`src/rtl/wts_pkg.sv`:
```
package wts_pkg;

    typedef enum logic [0:0] {
        MODE_ACTIVE  = 1'b0,
        MODE_STANDBY = 1'b1
    } mode_e;

    typedef enum logic [1:0] {
        POL_LOW       = 2'b00,
        POL_HIGH      = 2'b01,
        POL_INV_TRIG  = 2'b10,
        POL_SAME_TRIG = 2'b11
    } wpol_e;

    typedef enum logic [1:0] {
        TB_NEVER   = 2'b00,
        TB_ALWAYS  = 2'b01,
        TB_HW_ONLY = 2'b10,
        TB_RSVD    = 2'b11
    } tmode_e;

    typedef enum logic [1:0] {
        TS_IDLE = 2'b00,
        TS_WAIT = 2'b01,
        TS_RUN  = 2'b10
    } tstate_e;

    // Control byte bits 7:1; bit 0 carries nothing
    typedef struct packed {
        wpol_e  pol;
        logic   hw_dis;
        tmode_e tmode;
        logic   lat_long;
        logic   start_osc;
    } ctl_t;

    // Portion that is frozen across standby
    typedef struct packed {
        wpol_e pol;
        logic  hw_dis;
    } wake_cfg_t;

    localparam ctl_t CTL_DEFAULT = '{
        pol:       POL_HIGH,
        hw_dis:    1'b0,
        tmode:     TB_NEVER,
        lat_long:  1'b0,
        start_osc: 1'b0
    };

    localparam logic [1:0] PM_STARTUP = 2'b01;
    localparam logic [1:0] PM_STANDBY = 2'b10;

    function automatic logic wake_level_high(wpol_e pol, logic tsel, logic tedge);
        logic hi;
        case (pol)
            POL_LOW:       hi = 1'b0;
            POL_HIGH:      hi = 1'b1;
            POL_INV_TRIG:  hi = tsel ? 1'b0 : tedge;
            default:       hi = tsel ? 1'b1 : ~tedge;
        endcase
        return hi;
    endfunction

    function automatic logic turbo_wanted(tmode_e m, logic from_hw);
        logic w;
        case (m)
            TB_ALWAYS:  w = 1'b1;
            TB_HW_ONLY: w = from_hw;
            default:    w = 1'b0;
        endcase
        return w;
    endfunction

endpackage

```
`src/rtl/wts_ctl_bank.sv`:
```
module wts_ctl_bank
    import wts_pkg::*;
(
    input  logic       clk,
    input  logic       rst,
    input  logic       soft_rst,
    input  logic       ctl_we,
    input  logic [7:0] ctl_wdata,
    input  logic       pm_we,
    input  logic [1:0] pm_wdata,
    input  logic       wake_hw,
    input  logic       sw_wake,
    output ctl_t       ctl_q,
    output wake_cfg_t  wcfg_eff,
    output mode_e      mode_q,
    output logic       enter_sb,
    output logic       startup,
    output logic       wake_go
);

    wake_cfg_t shadow_q;
    logic      ctl_unused_bit;

    assign ctl_unused_bit = ctl_wdata[0];

    assign startup  = pm_we && (pm_wdata == PM_STARTUP);
    assign enter_sb = pm_we && (pm_wdata == PM_STANDBY) && (mode_q == MODE_ACTIVE);
    assign wake_go  = (mode_q == MODE_STANDBY) && (wake_hw || sw_wake) && !startup;

    // In standby the frozen copy governs the wake logic
    always_comb begin
        if (mode_q == MODE_STANDBY) begin
            wcfg_eff = shadow_q;
        end else begin
            wcfg_eff.pol    = ctl_q.pol;
            wcfg_eff.hw_dis = ctl_q.hw_dis;
        end
    end

    always_ff @(posedge clk) begin
        if (rst || startup || soft_rst) begin
            ctl_q <= CTL_DEFAULT;
        end else if (ctl_we) begin
            ctl_q <= ctl_t'(ctl_wdata[7:1]);
        end
    end

    always_ff @(posedge clk) begin
        if (rst || startup) begin
            shadow_q.pol    <= CTL_DEFAULT.pol;
            shadow_q.hw_dis <= CTL_DEFAULT.hw_dis;
        end else if (enter_sb) begin
            shadow_q.pol    <= ctl_q.pol;
            shadow_q.hw_dis <= ctl_q.hw_dis;
        end
    end

    always_ff @(posedge clk) begin
        if (rst || startup) begin
            mode_q <= MODE_ACTIVE;
        end else if (enter_sb) begin
            mode_q <= MODE_STANDBY;
        end else if (wake_go) begin
            mode_q <= MODE_ACTIVE;
        end
    end

endmodule

```
`src/rtl/wts_wake_detect.sv`:
```
module wts_wake_detect
    import wts_pkg::*;
#(
    parameter int SYNC_STAGES = 2
) (
    input  logic      clk,
    input  logic      rst,
    input  logic      pin_raw,
    input  logic      trig_sel,
    input  logic      trig_edge,
    input  wake_cfg_t cfg,
    input  logic      in_standby,
    output logic      wake_cond,
    output logic      wake_pulse
);

    logic [SYNC_STAGES-1:0] sync_q;
    logic                   pin_s;
    logic                   lvl_hi;

    always_ff @(posedge clk) begin
        if (rst) begin
            sync_q <= '0;
        end else begin
            sync_q <= {sync_q[SYNC_STAGES-2:0], pin_raw};
        end
    end

    assign pin_s     = sync_q[SYNC_STAGES-1];
    assign lvl_hi    = wake_level_high(cfg.pol, trig_sel, trig_edge);
    assign wake_cond = in_standby && !cfg.hw_dis && (pin_s == lvl_hi);

    // Leaving standby on the same edge keeps this a single-cycle pulse
    always_ff @(posedge clk) begin
        if (rst) begin
            wake_pulse <= 1'b0;
        end else begin
            wake_pulse <= wake_cond;
        end
    end

endmodule

```
`src/rtl/wts_turbo.sv`:
```
module wts_turbo
    import wts_pkg::*;
#(
    parameter int NCH       = 6,
    parameter int DW        = 8,
    parameter int SHORT_CYC = 5000,
    parameter int LONG_CYC  = 10000
) (
    input  logic              clk,
    input  logic              rst,
    input  logic              abort,
    input  logic              wake_go,
    input  logic              wake_hw,
    input  ctl_t              ctl,
    input  logic              vlow,
    input  logic              osc_run,
    input  logic [NCH*DW-1:0] dac_flat,
    output logic [NCH-1:0]    turbo
);

    localparam int CW = $clog2(LONG_CYC + 1);

    tstate_e          state_q;
    logic [CW-1:0]    cnt_q;
    logic             lat_long_q;
    logic             start_osc_q;
    logic             vlow_q;
    logic [NCH-1:0]   mask_q;
    logic [NCH-1:0]   nz;
    logic             start_evt;
    logic [CW-1:0]    load_val;

    generate
        for (genvar i = 0; i < NCH; i++) begin : g_ch
            assign nz[i]    = |dac_flat[i*DW +: DW];
            assign turbo[i] = (state_q == TS_RUN) && mask_q[i];
        end
    endgenerate

    assign start_evt = start_osc_q ? osc_run : (vlow_q && !vlow);
    assign load_val  = lat_long_q ? CW'(LONG_CYC - 1) : CW'(SHORT_CYC - 1);

    always_ff @(posedge clk) begin
        if (rst) begin
            vlow_q <= 1'b0;
        end else begin
            vlow_q <= vlow;
        end
    end

    always_ff @(posedge clk) begin
        if (rst || abort) begin
            state_q     <= TS_IDLE;
            cnt_q       <= '0;
            mask_q      <= '0;
            lat_long_q  <= 1'b0;
            start_osc_q <= 1'b0;
        end else begin
            case (state_q)
                TS_IDLE: begin
                    if (wake_go && turbo_wanted(ctl.tmode, wake_hw)) begin
                        state_q     <= TS_WAIT;
                        lat_long_q  <= ctl.lat_long;
                        start_osc_q <= ctl.start_osc;
                    end
                end
                TS_WAIT: begin
                    if (start_evt) begin
                        state_q <= TS_RUN;
                        cnt_q   <= load_val;
                        mask_q  <= nz;
                    end
                end
                TS_RUN: begin
                    if (cnt_q == '0) begin
                        state_q <= TS_IDLE;
                        mask_q  <= '0;
                    end else begin
                        cnt_q <= cnt_q - 1'b1;
                    end
                end
                default: state_q <= TS_IDLE;
            endcase
        end
    end

endmodule

```
`src/rtl/wake_turbo_seq.sv`:
```
module wake_turbo_seq
    import wts_pkg::*;
#(
    parameter int NCH      = 6,
    parameter int DW       = 8,
    parameter int CLK_KHZ  = 100000,
    parameter int SHORT_US = 50,
    parameter int LONG_US  = 100
) (
    input  logic              clk,
    input  logic              rst,
    input  logic              soft_rst,
    input  logic              ctl_we,
    input  logic [7:0]        ctl_wdata,
    input  logic              pm_we,
    input  logic [1:0]        pm_wdata,
    input  logic              wake_pin,
    input  logic              trig_sel,
    input  logic              trig_edge,
    input  logic              sw_wake,
    input  logic              vlow,
    input  logic              osc_run,
    input  logic [NCH*DW-1:0] dac_flat,
    output logic              hw_wake,
    output logic              mode_o,
    output logic [NCH-1:0]    turbo
);

    localparam int SHORT_CYC = (CLK_KHZ * SHORT_US) / 1000;
    localparam int LONG_CYC  = (CLK_KHZ * LONG_US) / 1000;

    ctl_t      ctl_q;
    wake_cfg_t wcfg_eff;
    mode_e     mode_q;
    logic      enter_sb;
    logic      startup;
    logic      wake_go;
    logic      wake_cond;
    logic      eff_hw_dis;

    wts_ctl_bank u_ctl (
        .clk       (clk),
        .rst       (rst),
        .soft_rst  (soft_rst),
        .ctl_we    (ctl_we),
        .ctl_wdata (ctl_wdata),
        .pm_we     (pm_we),
        .pm_wdata  (pm_wdata),
        .wake_hw   (wake_cond),
        .sw_wake   (sw_wake),
        .ctl_q     (ctl_q),
        .wcfg_eff  (wcfg_eff),
        .mode_q    (mode_q),
        .enter_sb  (enter_sb),
        .startup   (startup),
        .wake_go   (wake_go)
    );

    wts_wake_detect #(.SYNC_STAGES(2)) u_wake (
        .clk        (clk),
        .rst        (rst),
        .pin_raw    (wake_pin),
        .trig_sel   (trig_sel),
        .trig_edge  (trig_edge),
        .cfg        (wcfg_eff),
        .in_standby (mode_q == MODE_STANDBY),
        .wake_cond  (wake_cond),
        .wake_pulse (hw_wake)
    );

    wts_turbo #(
        .NCH       (NCH),
        .DW        (DW),
        .SHORT_CYC (SHORT_CYC),
        .LONG_CYC  (LONG_CYC)
    ) u_turbo (
        .clk      (clk),
        .rst      (rst),
        .abort    (enter_sb || startup),
        .wake_go  (wake_go),
        .wake_hw  (wake_cond),
        .ctl      (ctl_q),
        .vlow     (vlow),
        .osc_run  (osc_run),
        .dac_flat (dac_flat),
        .turbo    (turbo)
    );

    assign mode_o     = mode_q;
    assign eff_hw_dis = wcfg_eff.hw_dis;

endmodule

```
`config.mk`:
```
export PLATFORM = sky130hd
export DESIGN_NAME = wake_turbo_seq
export DESIGN_NICKNAME = d
export VERILOG_FILES = /design/src/rtl/wts_pkg.sv /design/src/rtl/wts_ctl_bank.sv /design/src/rtl/wts_wake_detect.sv /design/src/rtl/wts_turbo.sv /design/src/rtl/wake_turbo_seq.sv
export SDC_FILE = /design/constraint.sdc
export NUM_CORES = 1
export LEC_CHECK = 0
export ABC_AREA = 1
export BUFFER_PORTS_ARGS = -buffer_cell sky130_fd_sc_hd__buf_4
export CAP_MARGIN = 40
export CORE_ASPECT_RATIO = 0.75
export CORE_UTILIZATION = 49
export CTS_CLUSTER_SIZE = 28
export DETAILED_ROUTE_END_ITERATION = 8
export GPL_TIMING_DRIVEN = 1
export PLACE_DENSITY = 0.8
export RECOVER_POWER = 25
export SYNTH_ARGS = -nofsm -noshare
export SYNTH_HDL_FRONTEND = slang
export SYNTH_SLANG_ARGS = --single-unit
```
`constraint.sdc`:
```
create_clock -name clk -period 1.85 [get_ports clk]
set_input_delay 0.37 -clock clk [delete_from_list [all_inputs] [get_ports clk]]
set_output_delay 0.37 -clock clk [all_outputs]
set_load 0.02 [all_outputs]
```
==> results.md, run 1 <==
- Number of enable flip-flop cells after synthesis: 0
- Fillcell total: 365
- Area after DPL: 2764 um2
- Final Critical Period: 1.742 ns
- Pins Over Slew Limit: 0
- Final wirelength: 5188 um
- Hold Buf Count CTS: 0
- ANT nets after route: 0
- Power density over the cells: 619.9 nW/um2
- DP Worst Slack: 0.1008 ns
- Clock slew at reported path FFs: 0.07 ns
- CP Capture Type: flip-flop
- GRT Total Usage: 0.2460
- Largest net degree at the start of global routing: 13
- Wire per inst: 11.50 um
- Vias in the first global route: 2138
- Layout Nets: 470
- Initial DRC count: 103
- Rel. slew slack: 0.5685
- Worst VDD drop: 0.0003827 V
- First-pass GRT wire length: 8666 um
- Area of the multi-input gates: 1092 um2
- Total die area: 4514 um2
- Via-to-Cell Ratio: 4.933
- Yosys Warn Count: 0
- Starting density of the core: 0.5133
- CP Cell Sequence: inv_1 -> ha_1 -> nand2_2 -> nor2_4 -> nand3_2 -> nor2_2 -> nand2_1 -> nand2_4 -> buf_4 -> nor2_2 -> o31ai_1 -> a21oi_1
- Area growth from synthesis to layout: 38.48%
- Clock sinks: 39
- Later-pin clock latency in the skew report: 0.29 ns
- Chip Width: 77.25 um
- Critical Path AT: 1.97 ns
- Post-Syn Nets: 380
- Number of diodes: 0
- Mean Syn Cell Area: 6.822 um2
- Max incr delay on CP: 0.34 ns
- CP Buf/Inv Count: 2
- Crit-path slowest cell: dfxtp_1
- PortBufs: 75
- GPL Wtd Cong: 0.8738
- Die Y: 58.44 um
- Max clock buf depth: 2
- Vias: 2225
- Rows: 20
- Mapped Cells: 305
- Final hold violation count: 0
- Top_reg_cell synth: dfxtp_1
- Synth async-reset ratio: 0
- Core Region: 4054 um2
- Status: complete, but fails checks
- First-pass iteration count of the detailed router: 6
- Max-cap violations: 0
- Crit-path max FO: 5
- Fmax: 574.1 MHz
- CTS root buf: clkbuf_8
- Final period util: 0.9415
- Worst Max-Slew Pin Slew: 0.6414 ns
- Design Area, Final: 2882 um2
- Failing checks: DRC
- Hold crit path type: input pin to flip-flop
- Initial antenna violation count: 0
- Worst Skew: 0.004556 ns
- Slack of the critical path: 0.1083 ns
- CTS tree: built
- Ratio of cells with drive above 1 in the final layout: 0.2854
- CP top delay family: simple AND/OR/NAND/NOR gates
- DP HPWL: 4141 um
- Mapped cell area: 2081 um2
- # setup viols final: 0
- Most Frequent Cell on Critical Path: nor2_2
- Num ports: 77
- Residual DRC: 1
- Htree depth: 2
- GRT overflow: 0
- CP Launch Type: flip-flop
- Flops & latches, synth: 39
- Num CTS Buffers: 5
- Leakage: 1.396 nW
- CP required: 2.08 ns
- Register Area: 780.7 um2
- Post-synth cell types: 31
- Hold Slack: 0.2796 ns
- Critical path class: flip-flop to flip-flop
- Sequential area share after synthesis: 0.3752
## worst paths after layout
path	depth (start not counted)	slack, ns	start	endpoint
max	12	0.11	u_turbo.cnt_q[0]$_SDFFE_PP0P_	u_turbo.cnt_q[7]$_SDFFE_PP0P_
min	3	0.28	soft_rst	u_ctl.ctl_q[5]$_SDFFE_PP1P_
min reg2reg	2	0.45	u_wake.sync_q[0]$_SDFF_PP0_	u_wake.sync_q[1]$_SDFF_PP0_
max reg2reg	12	0.11	u_turbo.cnt_q[0]$_SDFFE_PP0P_	u_turbo.cnt_q[7]$_SDFFE_PP0P_
## where the power goes
part	switching, mW	leakage, nW	internal, mW
clock	0.294	0.0612	0.436
combinational	0.0775	1.02	0.120
sequential	0.00705	0.316	0.851
## synth_stat cells, types with 2 or more instances
cell      instances  area [um2]
nand2_2           2       12.51
o21ai_1           6       30.03
nor2_2            7       43.79
nand3_1          13       65.06
xor2_1            4       35.03
nor2_1           38       142.6
clkbuf_1          2       7.510
inv_1            42       157.7
nand2_1          76       285.3
ha_1              6       75.07
dfxtp_1          39       780.8
o21ai_0           8       40.04
nor4_1           13       81.33
nor3_1            2       10.01
nor2_4            2       22.52
a31oi_1           2       12.51
buf_6             2       22.52
a21oi_1          27       135.1
nand4_1           2       12.51
## what timing repair did
| action | CTS | global route |
|---|---|---|
| gates resized for setup | 0 | 2 |
| setup endpoints to repair | 0 | 8 |
| buffers inserted | 0 | 2 |
## area by class of cell
class | count | area share
Multi-Input combinational cell | 217 | 0.3791
Clock inverter | 2 | 0.01216
Inverter | 43 | 0.05601
Timing Repair Buffer | 89 | 0.2293
Sequential cell | 39 | 0.2710
Clock buffer | 6 | 0.02866
Tap cell | 55 | 0.02388
## metal layers
metal  vias up  global-route usage  wire (um)
met1       987              0.2879       2315
met3         4             0.05271        359
li1       1159                   -          -
met5         -                   0          0
met2        75              0.4576       2474
met4         0             0.07278         39
## stage by stage
stage | cells | util | TNS (ns) | total power, mW
after floorplan | 305 | - | 0 | 0.9405
after global placement | 441 | 0.6818 | 0 | 1.075
after detailed placement | 441 | 0.6818 | 0 | 1.081
after CTS | 449 | 0.7108 | 0 | 1.810
after global routing | 451 | 0.7108 | -0.07181 | 1.872
final | 451 | 0.7108 | 0 | 1.786
## placed cells by master (no fill, tap or decap), types with 6 or more instances in the layout
cell / instances
a21oi_1: 27
buf_4: 86
clkbuf_8: 6
dfxtp_1: 39
inv_1: 42
nand2_1: 76
nand3_1: 13
nor2_1: 38
nor2_2: 7
nor4_1: 14
o21ai_0: 8
o21ai_1: 6
## kinds of logic (layout without fill, tap and decap cells)
logic type | Yosys count | in the layout | synth area share
AND/OR/NAND/NOR | 161 | 161 | 0.3572
flip-flops | 39 | 39 | 0.3752
buffers and inverters | 49 | 140 | 0.09621
adder cells (fa/ha/maj) | 6 | 6 | 0.03608
XOR/XNOR | 5 | 5 | 0.02105
AO/OA/AOI/OAI | 45 | 45 | 0.1143
## registers in the layout (all words and copies together), names as in the netlist, 2 cells and up
signal	cells
u_turbo.cnt_q	14
u_wake.sync_q	2
u_turbo.mask_q	6
u_turbo.state_q	2
u_ctl.shadow_q	3
u_ctl.ctl_q	7
## worst reg2reg max path: stages (launching register included)
cell and delay, ns:
dfxtp_1 0.34, inv_1 0.06, ha_1 0.22, nand2_2 0.11
nor2_4 0.06, nand3_2 0.08, nor2_2 0.04, nand2_1 0.10
nand2_4 0.08, buf_4 0.16, nor2_2 0.20, o31ai_1 0.11
a21oi_1 0.13
Note: power is estimated with default switching activity, not from simulation.
==> run 2, diff against run 1 <==
==> constraint.sdc (replaced) <==
create_clock -name clk -period 1.8 [get_ports clk]
set_input_delay 0.36 -clock clk [delete_from_list [all_inputs] [get_ports clk]]
set_output_delay 0.36 -clock clk [all_outputs]
set_load 0.02 [all_outputs]
==> run 2 against run 1 <==
Against the previous run:
- the run still ends with DRC left
- sequential share of layout area grew 0.17 points
- critical path depth shrank 6
- via count rose by 0.63%
- clock skew increased by 0.0023 ns
- combinational power grew 4%
- global-route usage down 1.3 points
- power decreased by 2.8%
- register-to-register slack about the same
- utilization is 0.34 points lower
- die area did not move
- critical path type is now flip-flop to primary output
- critical endpoint is now turbo[2]
- largest cell class unchanged
==> results.md, run 2 (synthesized netlist as in run 1, its figures left out) <==
- Total die area: 4514 um2
- Leakage: 1.381 nW
- Final Critical Period: 1.710 ns
- Hold crit path type: input pin to flip-flop
- Most common cell after layout, fill and taps aside: buf_4
- Final hold violation count: 0
- Biggest regs: u_turbo.cnt_q: 14 flops, u_ctl.ctl_q: 7 flops, u_turbo.mask_q: 6 flops
- Core Region: 4054 um2
- Post-route insts no fill: 449
- Final wirelength: 5023 um
- GRT overflow: 0
- Max FFs per register: 14
- PortBufs: 75
- Wire per inst: 11.19 um
- Pins Over Slew Limit: 0
- Vias in the first global route: 2050
- Number of diodes: 0
- Largest net degree at the start of global routing: 12
- GRT Total Usage: 0.2334
- Biggest register: u_turbo.cnt_q
- Crit-path slowest cell: dfxtp_2
- Num ports: 77
- Critical Path AT: 1.35 ns
- Worst VDD drop: 0.0003576 V
- CP Buf/Inv Count: 4
- Max clock buf depth: 2
- Area of the multi-input gates: 1104 um2
- Die Y: 58.44 um
- Worst Max-Slew Pin Slew: 0.7181 ns
- Chip Width: 77.25 um
- Rel. slew slack: 0.5168
- Fillcell total: 343
- CP Launch Type: flip-flop
- Layout Nets: 468
- Via-to-Cell Ratio: 4.987
- Residual DRC: 1
- Final period util: 0.9500
- # setup viols final: 0
- CTS root buf: clkbuf_8
- CP top delay family: buffers and inverters
- Design Area, Final: 2868 um2
- Commonest cells after routing, fill and taps aside: buf_4, nand2_1, inv_1
- Final Total Pwr: 1.736 mW
- Fmax: 584.8 MHz
- Max incr delay on CP: 0.34 ns
- Num CTS Buffers: 5
- Critical path class: flip-flop to primary output
- Area after DPL: 2764 um2
- CP required: 1.44 ns
- CP Cell Sequence: inv_1 -> ha_2 -> buf_4 -> nand2_1 -> inv_1 -> buf_4
- Power density over the cells: 605.4 nW/um2
- DP Worst Slack: 0.09168 ns
- Area growth from synthesis to layout: 37.82%
- Initial DRC count: 126
- Starting density of the core: 0.5133
- CP Capture Type: primary output
- CTS tree: built
- Clock slew at reported path FFs: 0.08 ns
- Initial antenna violation count: 0
- Clock sinks: 39
- Buffers inserted by post-CTS timing repair: 0
- Ratio of cells with drive above 1 in the final layout: 0.2893
- Vias: 2239
- Failing checks: DRC
- Crit-path max FO: 7
- Placed cell count: 441
- Worst Skew: 0.006871 ns
- DP HPWL: 3964 um
- Later-pin clock latency in the skew report: 0.29 ns
- Final Util: 0.7074
- First-pass iteration count of the detailed router: 6
- Status: complete, but fails checks
- RSZ-0062 raised after global routing: yes
- Register Area: 782.0 um2
- First-pass GRT wire length: 8321 um
- Htree depth: 2
- Max-cap violations: 0
- Slack of the critical path: 0.09001 ns
- ANT nets after route: 0
- GPL Wtd Cong: 0.8005
- Rows: 20
run 2: stage by stage:
stage	setup TNS, ns	hold slack [ns]
3_5_place_dp	0	0.4031
3_3_place_gp	0	0.4065
2_1_floorplan	0	0.3883
5_1_grt	-0.02626	0.2504
4_1_cts	0	0.2538
6_report	0	0.2557
run 2: path summary, 6_finish.rpt:
kind	start	to	slack, ns	cells after the start
max	u_turbo.state_q[0]$_SDFFE_PP0P_	turbo[2]	0.09	6
min	rst	u_wake.wake_pulse$_SDFF_PP0_	0.26	2
max reg2reg	u_turbo.cnt_q[0]$_SDFFE_PP0P_	u_turbo.cnt_q[7]$_SDFFE_PP0P_	0.12	12
min reg2reg	u_wake.sync_q[0]$_SDFF_PP0_	u_wake.sync_q[1]$_SDFF_PP0_	0.41	2
run 2: what timing repair did:
item / 4_1_cts / 5_1_grt
endpoints found under the setup margin: 0 / 18
hold buffers: 0 / 0
resized for setup: 0 / 7
endpoints found under the hold margin: 0 / 0
run 2: final cells by class:
type | instances | share of cell area
Tap cell | 55 | 0.02400
Multi-Input combinational cell | 217 | 0.3848
Timing Repair Buffer | 87 | 0.2264
Inverter | 43 | 0.05716
Clock buffer | 8 | 0.03490
Sequential cell | 39 | 0.2727
run 2: worst reg2reg max path: cells and delay by family, from the launching register on:
kind / cells / cell delay [ns]
buffers and inverters: 2 / 0.24
AND/OR/NAND/NOR: 7 / 0.69
AO/OA/AOI/OAI: 2 / 0.15
flip-flops: 1 / 0.31
adder cells (fa/ha/maj): 1 / 0.18
run 2: power breakdown:
part           total, mW  internal [mW]  switching, mW  leakage [nW]
sequential         0.882          0.875        0.00691         0.316
clock              0.649          0.350          0.300        0.0515
combinational      0.205          0.125         0.0801          1.01
run 2: routing by layer:
layer / global-route usage / up-vias / wire length, um
met3: 0.04186 / 8 / 267
met4: 0.08895 / 0 / 59
met2: 0.4134 / 71 / 2370
li1: - / 1152 / -
met1: 0.2869 / 1008 / 2325
met5: 0 / - / 0
